`src/rtl/cplx_offset_mvm.sv`:
```
module cplx_offset_mvm #(
  parameter int M = 4,
  parameter int N = 4,
  parameter int W = 8
) (
  input  logic                 clk,
  input  logic                 rst_n,
  input  logic                 in_valid,
  output logic                 in_ready,
  input  logic signed [W:0]    in_re,
  input  logic signed [W:0]    in_im,
  output logic                 out_valid,
  input  logic                 out_ready,
  output logic signed [2*(W+1)+$clog2(N)+2:0] out_re,
  output logic signed [2*(W+1)+$clog2(N)+2:0] out_im
);
  localparam int DW = W + 1;
  localparam int AW = 2*DW + $clog2(N) + 2;
  localparam int MN = M * N;
  localparam int IW = $clog2(MN + N + 1);
  localparam int DEPTH = 2**IW;
  localparam logic [IW-1:0] LAST_LD  = IW'(MN + N - 1);
  localparam logic [IW-1:0] LAST_COL = IW'(N - 1);
  localparam logic [IW-1:0] LAST_ROW = IW'(M - 1);

  typedef enum logic [1:0] {S_LOAD, S_RUN, S_SEND} state_t;

  function automatic logic signed [AW-1:0] sx(input logic signed [DW-1:0] v);
    return {{(AW-DW){v[DW-1]}}, v};
  endfunction

  state_t state;
  logic [IW-1:0] ld_idx, row, col, orow;
  logic [1:0] pass;
  logic signed [DW-1:0] mem_re [DEPTH];
  logic signed [DW-1:0] mem_im [DEPTH];
  logic signed [DW-1:0] min_re, min_im;
  logic signed [AW-1:0] acc_main, acc_corr;
  logic signed [AW-1:0] part [4][DEPTH];

  // pass 0: re*re, 1: im*im, 2: re*im, 3: im*re
  wire left_im  = pass[0];
  wire right_im = pass[0] ^ pass[1];
  wire [IW-1:0] l_addr = IW'(int'(row) * N + int'(col));
  wire [IW-1:0] r_addr = IW'(MN + int'(col));

  logic signed [AW-1:0] off_re, off_im, off, lhs, rhs, main_n, corr_n;
  assign off_re = (min_re < 0) ? -sx(min_re) : '0;
  assign off_im = (min_im < 0) ? -sx(min_im) : '0;
  assign off    = left_im ? off_im : off_re;
  assign lhs    = sx(left_im ? mem_im[l_addr] : mem_re[l_addr]) + off;
  assign rhs    = sx(right_im ? mem_im[r_addr] : mem_re[r_addr]);
  assign main_n = ((col == '0) ? '0 : acc_main) + lhs * rhs;
  assign corr_n = ((col == '0) ? '0 : acc_corr) + off * (-rhs);

  assign in_ready  = (state == S_LOAD);
  assign out_valid = (state == S_SEND);
  assign out_re = {part[0][orow][AW-1], part[0][orow]} - {part[1][orow][AW-1], part[1][orow]};
  assign out_im = {part[2][orow][AW-1], part[2][orow]} + {part[3][orow][AW-1], part[3][orow]};

  always_ff @(posedge clk) begin
    if (in_valid && in_ready) begin
      mem_re[ld_idx] <= in_re;
      mem_im[ld_idx] <= in_im;
    end
    if (state == S_RUN && col == LAST_COL)
      part[pass][row] <= main_n + corr_n;
  end

  always_ff @(posedge clk or negedge rst_n) begin
    if (!rst_n) begin
      state <= S_LOAD;
      ld_idx <= '0; row <= '0; col <= '0; orow <= '0; pass <= '0;
      min_re <= '0; min_im <= '0;
      acc_main <= '0; acc_corr <= '0;
    end else begin
      case (state)
        S_LOAD: if (in_valid) begin
          if (int'(ld_idx) < MN) begin
            min_re <= (ld_idx == '0 || in_re < min_re) ? in_re : min_re;
            min_im <= (ld_idx == '0 || in_im < min_im) ? in_im : min_im;
          end
          if (ld_idx == LAST_LD) begin
            ld_idx <= '0; row <= '0; col <= '0; pass <= '0;
            state <= S_RUN;
          end else ld_idx <= ld_idx + 1'b1;
        end
        S_RUN: begin
          acc_main <= main_n;
          acc_corr <= corr_n;
          if (col != LAST_COL) col <= col + 1'b1;
          else begin
            col <= '0;
            if (row != LAST_ROW) row <= row + 1'b1;
            else begin
              row <= '0;
              if (pass != 2'd3) pass <= pass + 2'd1;
              else begin
                orow <= '0;
                state <= S_SEND;
              end
            end
          end
        end
        default: if (out_ready) begin
          if (orow == LAST_ROW) state <= S_LOAD;
          else orow <= orow + 1'b1;
        end
      endcase
    end
  end

  AST_LHS_NONNEG: assert property (@(posedge clk) disable iff (!rst_n)
    (state == S_RUN) |-> !lhs[AW-1]);
  AST_PORT_EXCL: assert property (@(posedge clk) disable iff (!rst_n)
    !(in_ready && out_valid));
  AST_OUT_HOLD: assert property (@(posedge clk) disable iff (!rst_n)
    (out_valid && !out_ready) |=> (out_valid && $stable(out_re) && $stable(out_im)));
  AST_PASS_ORDER: assert property (@(posedge clk) disable iff (!rst_n)
    (state == S_RUN && col == LAST_COL && row == LAST_ROW && pass != 2'd3)
      |=> (state == S_RUN && pass == $past(pass) + 2'd1));
endmodule

```
`config.mk`:
```
export PLATFORM = sky130hd
export DESIGN_NAME = cplx_offset_mvm
export DESIGN_NICKNAME = d
export VERILOG_FILES = /design/src/rtl/cplx_offset_mvm.sv
export SDC_FILE = /design/constraint.sdc
export NUM_CORES = 2
export LEC_CHECK = 0
export ABC_AREA = 1
export ABC_CLOCK_PERIOD_IN_PS = 15200
export BUFFER_PORTS_ARGS = -buffer_cell sky130_fd_sc_hd__buf_4
export CAP_MARGIN = 20
export CORE_MARGIN = 8
export CORE_UTILIZATION = 39
export DETAILED_ROUTE_END_ITERATION = 10
export PLACE_DENSITY_LB_ADDON = 0.12
export SYNTH_ARGS = -nofsm -noshare
export SYNTH_HDL_FRONTEND = slang
export SYNTH_SLANG_ARGS = --single-unit
```
`constraint.sdc`:
```
create_clock -name clk -period 15.2 [get_ports clk]
set_clock_uncertainty 0.05 [all_clocks]
set_input_delay 2.28 -clock clk [delete_from_list [all_inputs] [get_ports clk]]
set_output_delay 2.28 -clock clk [all_outputs]
set_load 0.005 [all_outputs]
```
==> Yosys cells after proc, flatten, opt, wreduce, memory -nomap -nowiden <==
Memory sizes are Yosys's and may differ from the RTL's.
Index checks and enable logic that the tools add are counted.
{ "totals": {"output_inout_bits": 48, "n_memories": 3, "ram_bits": 3392, "input_bits": 22, "regBits": 86} }
{ "classes": {"mul": 2, "magnitude_cmp": 8, "bitwise_logic": 4, "reduce_logical": 20, "eq_ne": 15, "n_mux": 53, "n_addsub": 16} }
{ "memory_table": {"columns": ["memory", "depth", "width", "read_ports", "rd_clocked_by_memory_dff", "wr", "line", "source"], "rows": [
  ["part", 4, 704, 4, 0, 1, "39", "logic signed [AW-1:0] part [4][DEPTH];"],
  ["mem_im", 32, 9, 2, 0, 1, "36", "logic signed [DW-1:0] mem_im [DEPTH];"],
  ["mem_re", 32, 9, 2, 0, 1, "35", "logic signed [DW-1:0] mem_re [DEPTH];"]
]} }
{ "op_table": {"columns": ["operator", "count"], "rows": [
  ["704-bit 2-to-1 mux", 1],
  ["22-bit binary-select mux with 5-bit select", 4],
  ["22-bit 2-to-1 mux", 14],
  ["22-bit demux with 5-bit select", 1],
  ["22-bit adder", 3],
  ["22-bit negation", 3],
  ["5-bit 2-to-1 mux", 11],
  ["5-bit case mux with 2 select lines", 3],
  ["2-bit 2-to-1 mux", 12],
  ["22-bit by 22-bit adder with 23-bit output", 1],
  ["22-bit by 22-bit subtractor with 23-bit output", 1],
  ["9-bit by 22-bit adder with 22-bit output", 1],
  ["22-bit by 22-bit multiplier with 22-bit output", 1],
  ["22-bit by 9-bit multiplier with 22-bit output", 1],
  ["5-bit by 1-bit adder with 5-bit output, second input constant", 4],
  ["9-bit by 1-bit < comparator with 1-bit output, second input constant", 2],
  ["9-bit < comparator", 2],
  ["9-bit 2-to-1 mux", 2],
  ["6-bit greater-or-equal comparator, second input constant", 2],
  ["2-bit != test, second input constant", 6],
  ["5-bit NOT with 6-bit output", 2],
  ["4-bit AND reduction", 3],
  ["6-bit AND reduction", 2],
  ["5-bit by 2-bit == test with 1-bit output, second input constant", 2],
  ["other kinds (23)", 34]
]} }

==> Depth between registers and ports, before layout <==
{ "depth": {"ltp_word": 7, "mapped_depth": 61} }

==> Least setup slack after synthesis <==
Ideal clock, no wire load.
{ "synth_timing": {"path_type": "register to register", "from": "reg col[2]", "to": "mem part[0][107] (netlist name), data pin", "slack_ns": 1.686, "path_buffers": 2, "setup_time_ns": 0.927, "t_arrival_ns": 12.537, "path_stages_with_launch": 48, "required_ns": 14.223, "cell_sequence": "dfrtp_1 ha_1 inv_1 fa_1 clkbuf_1 clkinv_1 clkbuf_1 nand2_1 nand2_1 o221ai_1 nand2_1 ha_1 fa_1 nand2_1 inv_1 nand2_1 nand2_1 a21oi_1 (+12 left out) o21bai_1 nand2_1 nand2_1 a21oi_1 nor2_1 nor2_1 o21bai_1 xnor2_1 inv_1 ha_1 a21oi_1 o21ai_0 o21bai_1 a21boi_0 o21ai_0 nand2_1 nand2_1 xnor2_1"} }
{ "synth_between": {"elab_chain_cells": 7, "word_cells_on_any_way": 16, "classes_between": "add/sub (7); mul (2); mux (4); reduce/logical (1); memory (2)"} }
{ "synth_lines": {"columns": ["element", "line", "source"], "rows": [
  ["from (decl)", "33", "logic [IW-1:0] ld_idx, row, col, orow;"],
  ["from (signal assigned)", "91", "if (col != LAST_COL) col <= col + 1'b1;"],
  ["5-bit adder", "44", "wire [IW-1:0] l_addr = IW'(int'(row) * N + int'(col));"],
  ["memory read 32 x 9 bit (on tied branches)", null, null],
  ["9-bit 2-to-1 mux", "51", "assign lhs = sx(left_im ? mem_im[l_addr] : mem_re[l_addr]) + off;"],
  ["9-bit by 22-bit adder with 22-bit output", "51", null],
  ["22-bit by 9-bit multiplier with 22-bit output", "53", "assign main_n = ((col == '0) ? '0 : acc_main) + lhs * rhs;"],
  ["22-bit adder (*)", "53", null],
  ["net main_n[12]", "47", "logic signed [AW-1:0] off_re, off_im, off, lhs, rhs, main_n, corr_n;"],
  ["22-bit adder (*)", "67", "part[pass][row] <= main_n + corr_n;"],
  ["to (decl)", "39", null]
]} }
Mark *: on every way through the listed nets, which the timed path passes. The rest lies on a longest branch.

==> Worst setup path after layout <==
{ "layout_timing": {"from": "reg col[2]", "to": "mem part[1][373] (netlist name), data pin"} }
The elaborated chain is that of the path after synthesis.

==> impl_metrics.ini <==
[run_status]
status = finished, final reports clean

[grt]
grt_pass1_vias = 102066
grt_use_total_pct = 23.95
grt_overflow = 0
antenna_found_initial = 22
grt_pass1_wl_mm = 739.3
grt_max_degree = 171

[cells_and_area]
final_util_pct = 44.22
design_area_um2 = 175100
syn_to_final_growth_pct = 12.91
layout-drive-gt1-share_pct = 8.787
nFillCells = 36152
nets = 13776
regArea_um2 = 104000
multiInputGateArea_um2 = 46200

[worst_setup_path]
worstSetupPathType = flop to flop
crit_path_end = part[1][373]
cp_slowest_cell = xor2_1
r2r_end = part[1][373]
worstPathArrival_ps = 13770
path_max_fanout = 65
cp_num_buf_inv = 13
cp_top_family = adder cells
rrSetupSlack_ps = 2150
required_ps = 15920
reg2reg_depth = 53
worstSetupEndpointType = flop
reg2reg_from = col[2]
startpoint = col[2]
critPathMaxStageDelay_ps = 650
start_kind = flop
crit_top_cell = inv_1
cp.depth = 53

[routing]
routed_wl_mm = 516.0
detail-route-antenna-nets = 0
drc = 0
vias = 105593
first_pass_iters = 7
wire_per_inst_um = 27.55
vias_per_cell = 5.638
first_iter_violations = 11068

[synthesis]
netlist_top_cells_count = 3392 x edfxtp_1, 2030 x nor2_1, 1706 x nand2_1
yosysTopAreaCell = edfxtp_1
synthFlopType = edfxtp_1
syn_area_um2 = 155100
yosysMostFrequentCell = edfxtp_1
ys_seq_elements = 3478
synth_cell_types = 55
avgSynthCellArea_um2 = 11.89
async_flop_share_pct = 2.473
synth_top_area_share_pct = 65.68
ys_seq_area_share_pct = 67.07
synth.top_cells.by_area = edfxtp_1 66%, o21ai_0 5.3%, nor2_1 4.9%
yosys_warnings = 0
synth_cells = 13044
synth_edf_count = 3392

[placed_design]
hpwlAfterDp_mm = 306.3
globalplace.congestion = 0.9255
dpl_cell_area_um2 = 163400
portBuffers = 69

[timing]
finalMaxSlewViolations = 0
tightestPinTransition_ps = 1228
setup_tns_ps = 0
hold_slack_ps = 419.7
relSlewSlack_pct = 18.15
clock.fmax_mhz = 76.62
fin_crit_sh_pct = 85.87
fin_crit_ps = 13050
hold_viol_final = 0
setup_viol = 0
rsz0062_at_grt = false

[hold_path]
hp-class = flop to flop

[run]
maxCapViolations = 0

[floorplan]
dieWidth_um = 646.6
coreArea_um2 = 396000
rows = 231
io_pins = 70
die-area_um2 = 418100
start_util_pct = 39.17
die_h_um = 646.6

[clock_network]
ctsResizeCount = 0
cts.sinks = 3478
clock_latency_ps = 960
cts_tree = built
clockBufferDepth = 4
cts-buffers-inserted = 383
cts-htree-levels = 5
clockRootBuffer = clkbuf_16
cts_setup_buffers = 0
holdBufCountCts = 0
clkTransAtPathRegs_ps = 50
==> worst min-delay path, delay by kind of cell (launching register included) <==
kind / cells / cell delay (ps)
AND/OR/NAND/NOR: 2 / 100
flip-flops: 1 / 340
==> metal layers <==
metal	routed length [µm]	vias to the layer above	track usage, %
met5	17	-	0
met4	14470	2	6.367
met3	34900	664	3.284
met2	241600	3929	38.99
met1	225000	54282	33.86
li1	-	46716	-
==> flip-flops by register name, summed over array words and instances, names as in the netlist <==
register / cells
part: 2816
mem_im: 288
mem_re: 288
acc_corr: 22
acc_main: 22
min_im: 9
min_re: 9
col: 5
ld_idx: 5
orow: 5
row: 5
pass: 2
state: 2
==> worst min-delay path by stage <==
stage | start | endpoint | depth (start not counted)
2_1_floorplan | acc_corr[0] | acc_corr[0] | 2
3_3_place_gp | acc_corr[1] | acc_corr[1] | 2
3_5_place_dp | acc_corr[2] | acc_corr[2] | 2
4_1_cts | acc_corr[2] | acc_corr[2] | 2
5_1_grt | acc_corr[2] | acc_corr[2] | 2
6_report | acc_corr[2] | acc_corr[2] | 2
==> layout by cell type (no fill, tap or decap), types with 83 or more instances in the layout <==
cell	Yosys	final
edfxtp_1	3392	3392
nor2_1	2030	1871
o21ai_0	1656	1656
ha_1	259	257
fa_1	324	323
conb_1	2	90
xor2_1	96	83
nor2_2	5	148
o22ai_1	523	523
o221ai_1	164	164
a21oi_1	211	211
clkbuf_16	0	386
nand2_1	1706	1704
clkbuf_1	623	108
nand3_1	559	558
buf_4	12	381
clkinv_1	7	88
inv_1	738	729
==> per-stage QoR <==
step                      std cells  setup slack, ps
after floorplan               13132             1686
after global placement        18017             2016
after detailed placement      18025             2088
after CTS                     18714             2085
after global routing          18719             1102
final                         18730             2148
==> layout make-up <==
| cell class | count | area share (%) |
|---|---|---|
| Tap cell | 5242 | 3.746 |
| Antenna cell | 13 | 0.01858 |
| Clock buffer | 496 | 5.763 |
| Sequential cell | 3478 | 59.41 |
| Multi-Input combinational cell | 8120 | 26.38 |
| Inverter | 763 | 1.660 |
| Timing Repair Buffer | 425 | 2.131 |
| Clock inverter | 193 | 0.8903 |
==> cells by family (layout without fill, tap and decap cells) <==
family	count (synthesis)	in the layout	share of synthesized area, %
buffers and inverters	1534	1877	3.874
adders and majority gates	583	583	6.272
and+or+nand+nor	4438	4438	11.43
other	2	103	0.004843
xor gates and xnor gates	136	136	0.7681
AOI/OAI and AO/OA	2873	2873	10.58
DFF	3478	3478	67.07
Power is left out: the tool's default activity adds up to more than one toggle a clock period on the data nets, which glitch-free logic cannot reach.
